<file path="src/rtl/fir3_pkg.sv">
package fir3_pkg;

    localparam int NTAPS     = 3;
    localparam int IN_W      = 9;
    localparam int IN_FRAC   = 5;
    localparam int OUT_W     = 11;
    localparam int OUT_FRAC  = 7;
    localparam int COEF_FRAC = 7;

    // Quantized coefficients in units of 2**-COEF_FRAC, tap 0 first.
    localparam int unsigned TAP_COEF [NTAPS] = '{41, 45, 41};

    localparam int PROD_SHIFT = IN_FRAC + COEF_FRAC - OUT_FRAC;

    typedef logic [IN_W-1:0]  sample_t;
    typedef logic [OUT_W-1:0] result_t;

    typedef struct packed {
        logic    valid;
        result_t value;
    } out_beat_t;

    // Largest reachable output code for an all-ones input of width in_w.
    function automatic int unsigned peak_output(int in_w);
        int unsigned s;
        s = 0;
        for (int k = 0; k < NTAPS; k++) begin
            s = s + ((((1 << in_w) - 1) * TAP_COEF[k]) >> PROD_SHIFT);
        end
        return s;
    endfunction

endpackage

</file>
<file path="src/rtl/fir3_delay_line.sv">
module fir3_delay_line #(
    parameter int W     = 9,
    parameter int DEPTH = 3
) (
    input  logic         clk,
    input  logic         rst,
    input  logic         shift_en,
    input  logic [W-1:0] din,
    output logic [W-1:0] taps [DEPTH]
);
    localparam int STAGES = DEPTH - 1;

    logic [W-1:0] stage_q [STAGES];

    assign taps[0] = din;

    for (genvar i = 0; i < STAGES; i++) begin : g_stage
        logic [W-1:0] stage_d;
        if (i == 0) begin : g_first
            assign stage_d = din;
        end else begin : g_rest
            assign stage_d = stage_q[i-1];
        end

        always_ff @(posedge clk) begin
            if (rst) begin
                stage_q[i] <= '0;
            end else if (shift_en) begin
                stage_q[i] <= stage_d;
            end
        end

        assign taps[i+1] = stage_q[i];
    end

endmodule

</file>
<file path="src/rtl/fir3_const_mult.sv">
module fir3_const_mult #(
    parameter int          IN_W   = 9,
    parameter int          OUT_W  = 11,
    parameter int unsigned COEF   = 41,
    parameter int          COEF_W = 7,
    parameter int          SHIFT  = 5
) (
    input  logic [IN_W-1:0]  x,
    output logic [OUT_W-1:0] p
);
    localparam int ACC_W = IN_W + COEF_W;

    logic [ACC_W-1:0] acc;

    // One shifted copy of x for every set bit of the constant.
    always_comb begin
        acc = '0;
        for (int b = 0; b < COEF_W; b++) begin
            if (COEF[b]) begin
                acc = acc + (ACC_W'(x) << b);
            end
        end
    end

    // Drop the extra fractional bits (truncation toward zero).
    assign p = OUT_W'(acc >> SHIFT);

endmodule

</file>
<file path="src/rtl/fir3_sum.sv">
module fir3_sum #(
    parameter int W = 11,
    parameter int N = 3
) (
    input  logic [W-1:0] terms [N],
    output logic [W-1:0] total
);
    always_comb begin
        total = '0;
        for (int k = 0; k < N; k++) begin
            total = total + terms[k];
        end
    end

endmodule

</file>
<file path="src/rtl/fir3_filter.sv">
module fir3_filter
    import fir3_pkg::*;
#(
    parameter int IN_W     = fir3_pkg::IN_W,
    parameter int OUT_W    = fir3_pkg::OUT_W,
    parameter int IN_FRAC  = fir3_pkg::IN_FRAC,
    parameter int OUT_FRAC = fir3_pkg::OUT_FRAC
) (
    input  logic             clk,
    input  logic             rst,
    input  logic             in_valid,
    input  logic [IN_W-1:0]  in_sample,
    output logic             out_valid,
    output logic [OUT_W-1:0] out_sample
);
    localparam int SHIFT = IN_FRAC + COEF_FRAC - OUT_FRAC;

    logic [IN_W-1:0]  taps  [NTAPS];
    logic [OUT_W-1:0] prods [NTAPS];
    logic [OUT_W-1:0] sum;
    out_beat_t        beat_q;

    fir3_delay_line #(
        .W     (IN_W),
        .DEPTH (NTAPS)
    ) u_delay (
        .clk      (clk),
        .rst      (rst),
        .shift_en (in_valid),
        .din      (in_sample),
        .taps     (taps)
    );

    for (genvar k = 0; k < NTAPS; k++) begin : g_tap
        fir3_const_mult #(
            .IN_W   (IN_W),
            .OUT_W  (OUT_W),
            .COEF   (TAP_COEF[k]),
            .COEF_W (COEF_FRAC),
            .SHIFT  (SHIFT)
        ) u_mult (
            .x (taps[k]),
            .p (prods[k])
        );
    end

    fir3_sum #(
        .W (OUT_W),
        .N (NTAPS)
    ) u_sum (
        .terms (prods),
        .total (sum)
    );

    always_ff @(posedge clk) begin
        if (rst) begin
            beat_q <= '0;
        end else begin
            beat_q.valid <= in_valid;
            if (in_valid) begin
                beat_q.value <= sum;
            end
        end
    end

    assign out_valid  = beat_q.valid;
    assign out_sample = beat_q.value;

endmodule

</file>
<file path="config.mk">
export PLATFORM = sky130hd
export DESIGN_NAME = fir3_filter
export DESIGN_NICKNAME = d
export VERILOG_FILES = /design/src/rtl/fir3_pkg.sv /design/src/rtl/fir3_delay_line.sv /design/src/rtl/fir3_const_mult.sv /design/src/rtl/fir3_sum.sv /design/src/rtl/fir3_filter.sv
export SDC_FILE = /design/constraint.sdc
export NUM_CORES = 1
export LEC_CHECK = 0
export ABC_CLOCK_PERIOD_IN_PS = 5890
export BUFFER_PORTS_ARGS = -buffer_cell sky130_fd_sc_hd__buf_4
export CAP_MARGIN = 20
export CORE_UTILIZATION = 40
export DETAILED_ROUTE_END_ITERATION = 7
export SYNTH_ARGS = -nofsm -noshare
export SYNTH_HDL_FRONTEND = slang
export SYNTH_SLANG_ARGS = --single-unit
</file>
<file path="constraint.sdc">
create_clock -name clk -period 5.89 [get_ports clk]
set_clock_uncertainty 0.1 [all_clocks]
set_input_delay 1.178 -clock clk [delete_from_list [all_inputs] [get_ports clk]]
set_output_delay 1.178 -clock clk [all_outputs]
set_load 0.01 [all_outputs]
</file>
Word level (Yosys, flattened, before mapping). Memories as Yosys holds them, arrays and structs flattened. Index checks and enable logic that the tools add are counted.

Memory bits (writable): 18. Memories: 1. Output and inout bits: 12. Input port bits: 12. Logic and storage cells: 21. Register bits after elaboration: 12.

Memories: u_delay.stage_q (words 2, width 9, read ports 2, clocked after memory_dff 0, write ports 2, RTL line fir3_delay_line.sv:13) `logic [W-1:0] stage_q [STAGES];`.

Bitwise operators: 2. Muxes and demuxes: 7. Add/sub/neg operators: 9.

Operators with widths (count): $add A16 B14 Y16 (3); $add A9 B12 Y13 (2); $add A11 B11 Y11 (2); $mux W9 (2); $add A12 B12 Y13 (1); $add A9 B11 Y12 (1); $mux W1 (5); $or A1 B1 Y1 (2).

Longest topological paths before layout. Gate-level depths: netlist of run 1. An unclocked memory read counts as a cell.

Depth in word-level cells: 6. Gate-level depth with buffers: 23. Gate-level depth less buffers: 23.

By module. From an unflattened synthesis of run 1, not the netlist that was laid out.

Cells, all modules: 387. Area total of the unflattened synthesis: 3941.3 um^2.

Modules (own cells, without submodules): fir3_const_mult (g_tap[1].u_mult) (sequential area each 0.0 um^2, instances 1, area each 914.6 um^2, cells an instance 104); fir3_delay_line (sequential area each 540.5 um^2, instances 1, area each 804.5 um^2, cells an instance 48); fir3_sum (sequential area each 0.0 um^2, instances 1, area each 649.4 um^2, cells an instance 66); fir3_const_mult (g_tap[2].u_mult) (sequential area each 0.0 um^2, instances 1, area each 584.3 um^2, cells an instance 66); fir3_const_mult (g_tap[0].u_mult) (sequential area each 0.0 um^2, instances 1, area each 574.3 um^2, cells an instance 66); fir3_filter (sequential area each 240.2 um^2, instances 1, area each 414.1 um^2, cells an instance 37).

Least setup slack after synthesis of run 1. OpenSTA, ideal clock, no wires.

Kind: input-to-reg. Start point: input port in_sample[1]. End point: register beat_q (netlist bit out_sample[10]). Cell stages on the path: 20. Setup slack: 0.686 ns. Data required time: 5.658 ns. Arrival time: 4.973 ns. Path buffers: 0. Path through: ha_1 > a31oi_1 > a22oi_1 > a21oi_1 > nor2b_1 > o31a_1 > ha_1 > nand3_1 > nand2_1 > a41o_1 > o41ai_1 > xor2_1 > fa_1 > inv_1 > ha_1 > nor3_1 > o2111ai_1 > nand3_1 > xnor2_1 > o21ai_0.

Longest elaborated chain between the ends: 4.

RTL lines: start: declaration (RTL line fir3_filter.sv:12) `input logic [IN_W-1:0] in_sample,`; $add A9 B12 Y13 (RTL line fir3_const_mult.sv:20) `acc = acc + (ACC_W'(x) << b);`; $add A16 B14 Y16 (*) (RTL line fir3_const_mult.sv:20); $add A11 B11 Y11 (*) (2 in a row) (RTL line fir3_sum.sv:11) `total = total + terms[k];`; end: declaration (RTL line fir3_filter.sv:21) `out_beat_t beat_q;`.

Mark *: on every way between the ends. The rest lies on a longest branch, timed or not. A chain may end at the register's enable or synchronous reset.

==> metrics, run 1 <==
hold_sp out_sample[10]; Die ar. roughly 0.0094 sq mm; first-pass GRT wire length ~14000 um; Avg WL per Cell ~15 um; Startpoint Class flip-flop; GRT overflow 0; Routed Antenna Nets 0; CP endpoint kind flip-flop; Post-Synth Adder-Cell Area 30.2%; Worst Tran Pin Value between 700 and 800 ps; RR Startpoint u_delay.stage_q[0][4]; logic gate share of total power about three quarters; Post-synth top flop edfxtp_1; Sw Share about half; drt first pass iters 4; final wirelength ~8000 um; RSZ-0062 raised after global routing no; Yosys warning count 0; P per Cell Area 502 mW/mm^2; Port Buffers 23; initial DRC count 128; Net Count, Synth 482; Post-Route Setup TNS 0 ps; row count 34; Async SR Flop Fraction 0%; worst r2r dst out_sample[10]; core area between 0.008 and 0.009 sq mm; Flop pwr share approximately 14%; routability cong. between 0.8 and 0.9; VDD IR max between 0.0002 and 0.00025 V; Die X between 90 and 100 um; Core Util, Final roughly 46%; # IOs 24; main combinational cell family by area after synthesis adder cells; endpoints failing setup 0; crit path capture out_sample[10]; post-synthesis mux area share less than 1%; Avg Inst Size Synth 9.14 sq um; status complete, no violations; layout cells sized above 1 9.05%; number of synthesized register bits 30; Post-Syn Area 0.00361 sq mm; XOR/XNOR share of the synthesized area approximately 9.7%; CTS buffer count 5; simple-gate share of the synthesized area approximately 15%; Area growth syn-to-layout 10.9%; fmax roughly 180 MHz; maximum clock insertion buffer count 2; final hold viol count 0; number of global-route vias before repair 2831; antenna violations before repair 0; CTS tree done; # Max-Cap Violations 0; dpl hpwl ~6500 um; # DRC 0; CTS root buf clkbuf_8; LEAKAGE between 1.5 and 2 nW; Clock Sink Count 30; Die Ht roughly 97 um; Synth cell types 53; largest net degree at the start of global routing 23; Mapped Cells just under 400; ant diodes 0; Reg2Reg Setup Slack ~430 ps; crit path cell chain fa_1, ha_1, or3_1, o2111a_1, a311o_2, xor2_1, ha_1, a2111o_1, o221a_2, xnor2_1, fa_1, inv_1, ha_1, nor3_1, o2111ai_1, nand3_1, xnor2_1, o21ai_0; CP most frequent cell ha_1; CP max stage delay 530 ps; Sw Pwr roughly 0.00096 W; critical path launch point u_delay.stage_q[0][4]; Rel. slew slack roughly half; Worst-Skew Late Latency between 200 and 300 ps; gr usage total roughly 18%; slowest library cell on the worst path edfxtp_1; Worst Setup Path Type reg -> reg; cell internal pwr approximately 0.0010 W; CP Max Fanout 5; CTS H-tree depth 2; Final nets ~510; fin crit share between 90% and 100%; WP data arrival 5520 ps; clock transition at the registers of the reported paths approximately 70 ps; number of synthesized flops with an enable pin 18; Hold Path Class reg -> reg; initial core utilization roughly two fifths; clock share of power roughly a tenth; Compound-Gate Fraction of Synth Area between 10% and 20%; Max Slew Vio Count 0; vias per inst 5.43; R2R depth 18; worst path required time a little under 6000 ps; Tmin final approximately 5500 ps; Seq/Total Area, Yosys 21.6%; vias about 2900
-- cells by family after synthesis --
logic type	count (synthesis)
flops	30
simple gates	105
mux	2
compound gates	94
fa+ha+maj	75
xor+xnor	40
buf+inv	49
-- worst max-delay path, delay by kind of cell (launching register included) --
kind / cells / cell delay [ps]
adders and majority gates: 5 / 1760
AOI/OAI and AO/OA: 6 / 1590
and+or+nand+nor: 3 / 840
DFF: 1 / 530
xor gates and xnor gates: 3 / 470
buffers and inverters: 1 / 50
-- placed cells by master (no fill, tap or decap), types with 14 or more instances in the layout --
cell type and count:
fa_1 20, nor2_1 27, xor2_1 20, edfxtp_1 18, buf_4 23, ha_1 55
inv_1 42, o21ai_0 19, and3_1 14, xnor2_1 20, a21oi_1 19
-- routing by layer --
| metal | routed length [um] | global-route usage [%] | up-vias |
|---|---|---|---|
| li1 | - | - | 1459 |
| met3 | 271 | 1.81 | 7 |
| met5 | 0 | 0 | - |
| met1 | 3660 | 23.6 | 1348 |
| met2 | 3950 | 30.6 | 51 |
| met4 | 110 | 5.05 | 0 |
-- power groups by stage --
stage / logic, W / clock network [W] / registers (W)
CTS: 0.00150 / 0.000211 / 0.000293
finish: 0.00151 / 0.000208 / 0.000292
detailed placement: 0.00149 / 0 / 0.000297
floorplan: 0.00115 / 0 / 0.000300
global placement: 0.00147 / 0 / 0.000297
global route: 0.00171 / 0.000220 / 0.000298
-- cell usage after synthesis, drive strengths merged, types with 2 or more instances --
master   count  area, sq um
nor2        27          101
ha          55          688
edfxtp      18          541
inv         42          158
o21a         7         52.6
dfxtp       12          240
o21ai       19         95.1
nand3b       2         15.0
nor2b        8         50.1
xor2        20          175
clkbuf       6         22.5
fa          20          400
or2          2         12.5
xnor2       20          175
a31oi        4         25.0
o22ai        3         18.8
a41oi        2         17.5
a211oi       7         52.6
o21bai       3         22.5
nor3        12         60.1
a21o        10         76.3
and3        14         87.6
nand2       12         45.0
o31a         2         17.5
and2         3         18.8
a2111o       2         22.5
nand2b       6         37.5
or3          6         37.5
mux2i        2         20.0
o2111ai      3         26.3
nand3        7         35.0
a21oi       20          104
-- stage by stage --
step | worst slack [ps] | power (W) | cell area, sq um | instances | hold WS (ps)
6_report | 427 | 0.00201 | 4000 | 528 | 374
5_1_grt | 123 | 0.00223 | 4000 | 528 | 398
4_1_cts | 419 | 0.00200 | 4000 | 528 | 380
3_5_place_dp | 152 | 0.00178 | 3890 | 520 | 363
3_3_place_gp | 373 | 0.00176 | 3890 | 520 | 345
2_1_floorplan | 686 | 0.00145 | 3610 | 395 | 383
-- flip-flops by register name (all words and copies together), names as in the netlist --
name	cells
u_delay.stage_q	18
out_valid	1
out_sample	11
-- worst min path at each step --
| stage | depth (start not counted) | slack, ps | endpoint |
|---|---|---|---|
| after detailed placement | 2 | 360 | out_sample[10] |
| final | 2 | 370 | out_sample[10] |
| after global routing | 2 | 400 | out_sample[5] |
| after global placement | 2 | 350 | out_sample[10] |
| after CTS | 2 | 380 | out_sample[10] |
| after floorplan | 2 | 380 | out_sample[10] |
-- layout make-up --
cell class                 instances  area [sq um]
sequential                        30           781
fill                             802          4720
multi-input combinational        316          2650
timing repair buffer              23           173
clock inverter                     3          40.0
clock buffer                       5          68.8
inverter                          43           161
tap                              108           135
-- what timing repair did --
action                     4_1_cts  5_1_grt
hold buffers                     0        0
setup endpoints to repair        0        1
buffers inserted                 0        0
gates resized for setup          0        1
(Power assumes the default switching activity.)
==> inputs of run 2 (changes only) <==
- GPL_ROUTABILITY_DRIVEN: default -> 0
- SLEW_MARGIN: default -> 20
- SYNTH_HIERARCHICAL: default -> 1
==> run 2 against run 1 <==
Net effect:
- critical path depth shrank 1
- synthesized cell count shrank 2.0%
- area after synthesis grew 9.2%
- sequential share of layout area shrank 1.2 points
- sequential cell count is the same
- die area grew 9.0%
- largest cell class unchanged
- largest power group unchanged
==> metrics, run 2 <==
number of global-route vias before repair 2753 (was 2831); maximum clock insertion buffer count 2 (unchanged); Synth cell types 57 (was 53); CTS buffer count 5 (unchanged); Worst Tran Pin Value 781 ps (was 730 ps); WP data arrival 5240 ps (was 5520 ps); vias per inst 5.15 (was 5.43); fill count 943 (was 802); vias 2726 (was 2865); Largest register FFs 18 (unchanged); Clock Sink Count 30 (unchanged); CP Max Fanout 6 (was 5); number of synthesized register bits 30 (unchanged); dpl hpwl 6420 um (was 6490 um); VDD IR max 0.000301 V (was 0.000235 V); Worst-Skew Late Latency 280 ps (about the same); first-pass GRT wire length 13200 um (was 13500 um); Post-Route Setup TNS 0 ps (unchanged); most common cell after layout, fill and taps aside inv_1 (was ha_1); CTS Hold Buffers Added 0 (unchanged); top cells by area, synth fa_1 17%, ha_1 15%, edfxtp_1 14%, dfxtp_1 6.1%, xnor2_1 5.1% (was ha_1 19%, edfxtp_1 15%, fa_1 11%, dfxtp_1 6.7%, xnor2_1 4.9%); layout cells sized above 1 15.8% (was 9.05%); # IOs 24 (unchanged); CP endpoint kind flip-flop (unchanged); fin crit share 87.8% (was 92.8%); Area growth syn-to-layout 8.32% (was 10.9%); WHS 399 ps (was 374 ps); worst path required time 5960 ps (was 5940 ps); Post-synth top flop edfxtp_1 (unchanged); # Max-Cap Violations 0 (unchanged); Yosys warning count 6 (was 0); status complete, no violations (unchanged); initial core utilization 42.1% (was 41.4%); RSZ-0062 raised after global routing no (unchanged); gr usage total 16.7% (was 17.8%); Port Buffers 23 (unchanged); P per Cell Area 485 mW/mm^2 (was 502 mW/mm^2); LEAKAGE 2.05 nW (was 1.95 nW); Inst Count DP 521 (was 520); core area 0.00937 sq mm (was 0.00872 sq mm); Max Slew Vio Count 0 (unchanged); CTS tree done (unchanged); endpoints failing setup 0 (unchanged); Post-Syn Area 0.00394 sq mm (was 0.00361 sq mm); Routed Antenna Nets 0 (unchanged); fmax 193 MHz (was 183 MHz); Die Ht 101 um (was 97.0 um); CTS root buf clkbuf_8 (unchanged); most frequent cells in the layout 50 x inv_1, 48 x ha_1, 34 x fa_1, 23 x xnor2_1, 23 x buf_4 (was 55 x ha_1, 42 x inv_1, 27 x nor2_1, 23 x buf_4); total power draw 0.00207 W (was 0.00201 W); largest net degree at the start of global routing 32 (was 23); GRT overflow 0 (unchanged); Die X 101 um (was 97.0 um); ant diodes 0 (unchanged); Avg Inst Size Synth 10.2 sq um (was 9.14 sq um); Net Count, Synth 481 (was 482); Reg with most FFs u_delay/stage_q (was u_delay.stage_q); antenna violations before repair 0 (unchanged); Worst Setup Path Type reg -> reg (unchanged); clock transition at the registers of the reported paths 70 ps (about the same); number of synthesized flops with an enable pin 18 (unchanged); Yosys top cell area share 17.3% (was 19.1%); Post CTS Setup Buffer Count 0 (unchanged); # DRC 0 (unchanged); post-CTS sizing 0 (unchanged); top-count cell post-synth inv_1 (was ha_1); Synth area leader fa_1 (was ha_1); Tmin final 5170 ps (was 5460 ps); final hold viol count 0 (unchanged); CTS H-tree depth 2 (unchanged); Startpoint Class flip-flop (unchanged); Final nets 493 (was 506); Avg WL per Cell 14.7 um (was 15.1 um); non-filler cells, final 529 (was 528); Die ar. 0.0103 sq mm (was 0.00941 sq mm); commonest cells in the netlist 50 x inv_1, 48 x ha_1, 34 x fa_1, 23 x xnor2_1 (was 55 x ha_1, 42 x inv_1, 27 x nor2_1); Async SR Flop Fraction 0% (unchanged); final wirelength 7780 um (was 7990 um); row count 35 (was 34); Rel. slew slack 47.9% (was 51.3%); Hold Path Class reg -> reg (unchanged); Mapped Cells 387 (was 395); Seq/Total Area, Yosys 19.8% (was 21.6%); initial DRC count 123 (was 128); drt first pass iters 4 (unchanged)
==> run 2: per-stage QoR <==
stage	setup WS [ps]	area, sq um	util [%]
after floorplan	855	3940	-
after global placement	587	4140	44.1
after detailed placement	510	4140	44.1
after CTS	694	4270	45.6
after global routing	454	4270	45.6
final	720	4270	45.6
==> run 2: cell type report <==
class	count	area [sq um]	share of cell area (%)
multi-input cells	289	2830	66.4
flip-flops and latches	30	781	18.3
inverters	50	188	4.40
repair buffers	23	173	4.04
clock buffers	5	68.8	1.61
well taps	129	161	3.78
clock inverters	3	63.8	1.49
==> run 2: path summary, 6_finish.rpt <==
| check | from | end | slack [ps] | cells after the start |
|---|---|---|---|---|
| setup / recovery | u_delay/stage_q[0][6] | out_sample[10] | 720 | 17 |
| hold / removal | out_sample[2] | out_sample[2] | 400 | 2 |
| setup reg to reg | u_delay/stage_q[0][6] | out_sample[10] | 720 | 17 |
| hold reg to reg | out_sample[2] | out_sample[2] | 400 | 2 |
==> run 2: critical path: stages (launching register included) <==
cell	delay, ps
edfxtp_1	480
inv_1	190
fa_1	480
fa_1	540
inv_1	50
ha_1	370
a21o_1	240
a221oi_1	420
xnor2_1	210
fa_1	460
ha_1	390
and3_4	190
a2111oi_4	390
o21ai_1	120
a21oi_1	180
xnor2_1	80
mux2i_1	130
nor2_1	50
==> run 2: power by group <==
| part | switching, W | internal, W |
|---|---|---|
| clock network | 0.0000855 | 0.000167 |
| registers | 0.0000243 | 0.000262 |
| logic | 0.000805 | 0.000727 |
==> run 2: cell families after synthesis <==
| logic type | share of synthesized area (%) |
|---|---|
| buffers and inverters | 8.29 |
| XOR/XNOR | 7.52 |
| adder cells (fa/ha/maj) | 32.5 |
| other | 0.286 |
| AND/OR/NAND/NOR | 15.7 |
| multiplexers | 3.30 |
| flip-flops | 19.8 |
| AO/OA/AOI/OAI | 12.6 |
==> run 2: per-layer routing <==
layer  vias to the layer above  global-route usage (%)  wire length, um
met5                         -                       0                0
met4                         0                    4.68               90
met3                         6                    1.86              206
met2                        36                    28.7             3890
met1                      1331                    22.2             3590
li1                       1353                       -                -
==> inputs of run 3 (changes only) <==
- ABC_AREA: default -> 1
- ABC_CLOCK_PERIOD_IN_PS: 5890 -> 6000
- BUFFER_PORTS_ARGS: -buffer_cell sky130_fd_sc_hd__buf_4 -> -buffer_cell sky130_fd_sc_hd__buf_2
- clock period: 5.89 -> 6 ns (I/O delays scaled with it)
==> run 3 against run 2 <==
Net effect:
- die area increased by 5.4%
- cell count grew 37%
- global-route usage is 1.3 points higher
- utilization shrank 1.2 points
- register-to-register slack gained 780 ps
- cell area grew 2.9%
- fmax rose by 15%
- critical path type unchanged
- largest power group unchanged
- largest cell class unchanged
- wire length increased by 12%
==> metrics, run 3 <==
crit path cell chain inv_1, fa_1, fa_1, inv_1, ha_1, a21oi_1, nand2_1, nand2_1, nand3_1, nand2_1, nand2_1, fa_1, ha_1, nand2_1, inv_1, a21oi_1, nand3_1, nand2_1, nand2_1, inv_1, nand2_1, nand2_1, nor2_1 (was inv_1, fa_1, fa_1, inv_1, ha_1, a21o_1, a221oi_1, xnor2_1, fa_1, ha_1, and3_4, a2111oi_4, o21ai_1, a21oi_1, xnor2_1, mux2i_1, nor2_1); main combinational cell family by area after synthesis adder cells (unchanged); core area 0.00991 sq mm (was 0.00937 sq mm); worst path required time 6080 ps (was 5960 ps); Seq/Total Area, Yosys 18.8% (was 19.8%); number of synthesized register bits 30 (unchanged); cell internal pwr 0.000924 W (was 0.00116 W); number of synthesized flops with an enable pin 18 (unchanged); Sw Share 52.6% (was 44.2%); Post-Synth Adder-Cell Area 30.8% (was 32.5%); Reg with most FFs u_delay/stage_q (unchanged); Compound-Gate Fraction of Synth Area 4.03% (was 12.6%); Max Slew Vio Count 0 (unchanged); Startpoint Class flip-flop (unchanged); CTS root buf clkbuf_8 (unchanged); antenna violations before repair 0 (unchanged); gr usage total 18.0% (was 16.7%); fill count 1060 (was 943); Flop pwr share 14.5% (was 13.8%); final wirelength 8700 um (was 7780 um); Synth cell types 29 (was 57); CP bufs+invs 4 (was 2); vias per inst 4.65 (was 5.15); Worst Setup Path Type reg -> reg (unchanged); largest net degree at the start of global routing 26 (was 32); CTS tree done (unchanged); initial DRC count 94 (was 123); row count 36 (was 35); VDD IR max 0.000239 V (was 0.000301 V); # Max-Cap Violations 0 (unchanged); Final nets 686 (was 493); commonest cells in the netlist 156 x nand2_1, 122 x inv_1, 69 x nor2_1, 48 x ha_1, 34 x fa_1 (was 50 x inv_1, 48 x ha_1, 34 x fa_1, 23 x xnor2_1); fmax 222 MHz (was 193 MHz); Routed Antenna Nets 0 (unchanged); Yosys top cell area share 16.4% (was 17.3%); Hold Path Class reg -> reg (unchanged); GRT overflow 0 (unchanged); Post-synth top flop edfxtp_1 (unchanged); Mapped Cells 578 (was 387); Clock Sink Count 30 (unchanged); Die ar. 0.0108 sq mm (was 0.0103 sq mm); simple-gate share of the synthesized area 27.1% (was 15.7%); post-CTS sizing 0 (unchanged); Net Count, Synth 672 (was 481); Worst-Skew Late Latency 290 ps (was 280 ps); Post-Route Setup TNS 0 ps (unchanged); clock share of power 8.1% (was 12.2%); layout cells sized above 1 7.59% (was 15.8%); slowest library cell on the worst path fa_1 (unchanged); # DRC 0 (unchanged); Async SR Flop Fraction 0% (unchanged); Die Ht 104 um (was 101 um); logic gate share of total power 77.4% (was 74.0%); dpl hpwl 7450 um (was 6420 um); Sw Pwr 0.00102 W (was 0.000915 W); WP data arrival 4580 ps (was 5240 ps); top-count cell post-synth nand2_1 (was inv_1); total power draw 0.00195 W (was 0.00207 W); first-pass GRT wire length 15700 um (was 13200 um); Largest register FFs 18 (unchanged); CP endpoint kind flip-flop (unchanged); CTS buffer count 5 (unchanged); Post-Syn Area 0.00416 sq mm (was 0.00394 sq mm); Synth area leader fa_1 (unchanged); status complete, no violations (unchanged); met2 wire len 4060 um (was 3890 um); RSZ-0062 raised after global routing no (unchanged); most frequent cells in the layout 156 x nand2_1, 122 x inv_1, 69 x nor2_1, 48 x ha_1, 34 x fa_1 (was 50 x inv_1, 48 x ha_1, 34 x fa_1, 23 x xnor2_1, 23 x buf_4); Die X 104 um (was 101 um); multi-input logic area 0.00279 sq mm (was 0.00283 sq mm); CP Max Fanout 4 (was 6); CP delay by family, top adder cells (unchanged); initial core utilization 42.0% (was 42.1%); ant diodes 0 (unchanged); maximum clock insertion buffer count 2 (unchanged); fin crit share 75.0% (was 87.8%); WL met1 4300 um (was 3590 um); met3 routed WL 181 um (was 206 um); Post CTS Setup Buffer Count 0 (unchanged); drt first pass iters 4 (unchanged); CP most frequent cell nand2_1 (was fa_1); post-synthesis mux area share 0% (was 3.30%); LEAKAGE 2.55 nW (was 2.05 nW); clock transition at the registers of the reported paths 70 ps (about the same); top cells by area, synth fa_1 16%, ha_1 14%, nand2_1 14%, edfxtp_1 13%, inv_1 11% (was fa_1 17%, ha_1 15%, edfxtp_1 14%, dfxtp_1 6.1%, xnor2_1 5.1%); most common cell after layout, fill and taps aside nand2_1 (was inv_1); CTS Hold Buffers Added 0 (unchanged); P per Cell Area 444 mW/mm^2 (was 485 mW/mm^2); XOR/XNOR share of the synthesized area 4.85% (was 7.52%); final hold viol count 0 (unchanged); Avg WL per Cell 12.0 um (was 14.7 um); endpoints failing setup 0 (unchanged); Reg area 781 sq um (unchanged); # IOs 24 (unchanged); Area growth syn-to-layout 5.63% (was 8.32%); Tmin final 4500 ps (was 5170 ps); Yosys warning count 6 (unchanged); CTS H-tree depth 2 (unchanged); Port Buffers 23 (unchanged); vias 3374 (was 2726); number of global-route vias before repair 3486 (was 2753); Highest Signal Layer met4 (unchanged); CP max stage delay 520 ps (was 540 ps); Avg Inst Size Synth 7.19 sq um (was 10.2 sq um)
-- run 3: cell count changes in the layout (fill, tap and decap cells not counted), sizes merged, moves of 6 or more --
cell / delta
a21oi: -8
and3: -6
and3b: -19
inv: +72
mux2i: -13
nand2: +156
nand3: +21
nor2: +49
nor2b: -6
nor4: -6
xnor2: -18
xor2: +8
-- run 3: layout make-up --
cell class                      instances  area share (%)
Multi-Input combinational cell        410            63.5
Sequential cell                        30            17.8
Inverter                              122            10.4
Tap cell                              133            3.79
Timing Repair Buffer                   23            2.62
Clock buffer                            6            1.65
Clock inverter                          2           0.199
-- run 3: tightest hold or removal path: stages (launching register included) --
cell and delay (ps):
dfxtp_1 310, nor2_1 80, nor2_1 50
-- run 3: worst paths after layout --
kind | cells after the start | from | slack (ps) | to
max | 23 | u_delay/stage_q[0][6] | 1500 | out_sample[10]
min | 2 | out_sample[3] | 370 | out_sample[3]
max reg2reg | 23 | u_delay/stage_q[0][6] | 1500 | out_sample[10]
min reg2reg | 2 | out_sample[3] | 370 | out_sample[3]
-- run 3: through the flow --
step                      hold WS [ps]  worst slack (ps)  util, %  cells  area (sq um)
after global routing               390              1100     44.3    726          4390
after floorplan                    392              1550        -    578          4160
after CTS                          372              1450     44.3    726          4390
after detailed placement           361              1200     43.5    718          4310
final                              369              1500     44.3    726          4390
after global placement             355              1240     43.5    718          4310
-- run 3: routing by layer --
layer  vias up  global-route usage [%]
li1       1764                       -
met1      1560                    22.8
met2        39                    31.3
met3        11                    2.32
met4         0                    6.22
met5         -                       0
-- run 3: power by group through the flow --
stage          Clock [W]  Combinational [W]  Sequential, W
2_1_floorplan          0            0.00119       0.000294
3_3_place_gp           0            0.00149       0.000284
3_5_place_dp           0            0.00150       0.000286
4_1_cts         0.000166            0.00151       0.000282
5_1_grt         0.000173            0.00176       0.000287
6_report        0.000158            0.00151       0.000282
-- run 3: logic make-up (layout without fill, tap and decap cells) --
group	after synthesis	after routing
AND/OR/NAND/NOR	275	275
AO/OA/AOI/OAI	27	27
XOR/XNOR	23	23
buffers and inverters	138	153
adder cells (fa/ha/maj)	82	82
other	3	3
flip-flops	30	30
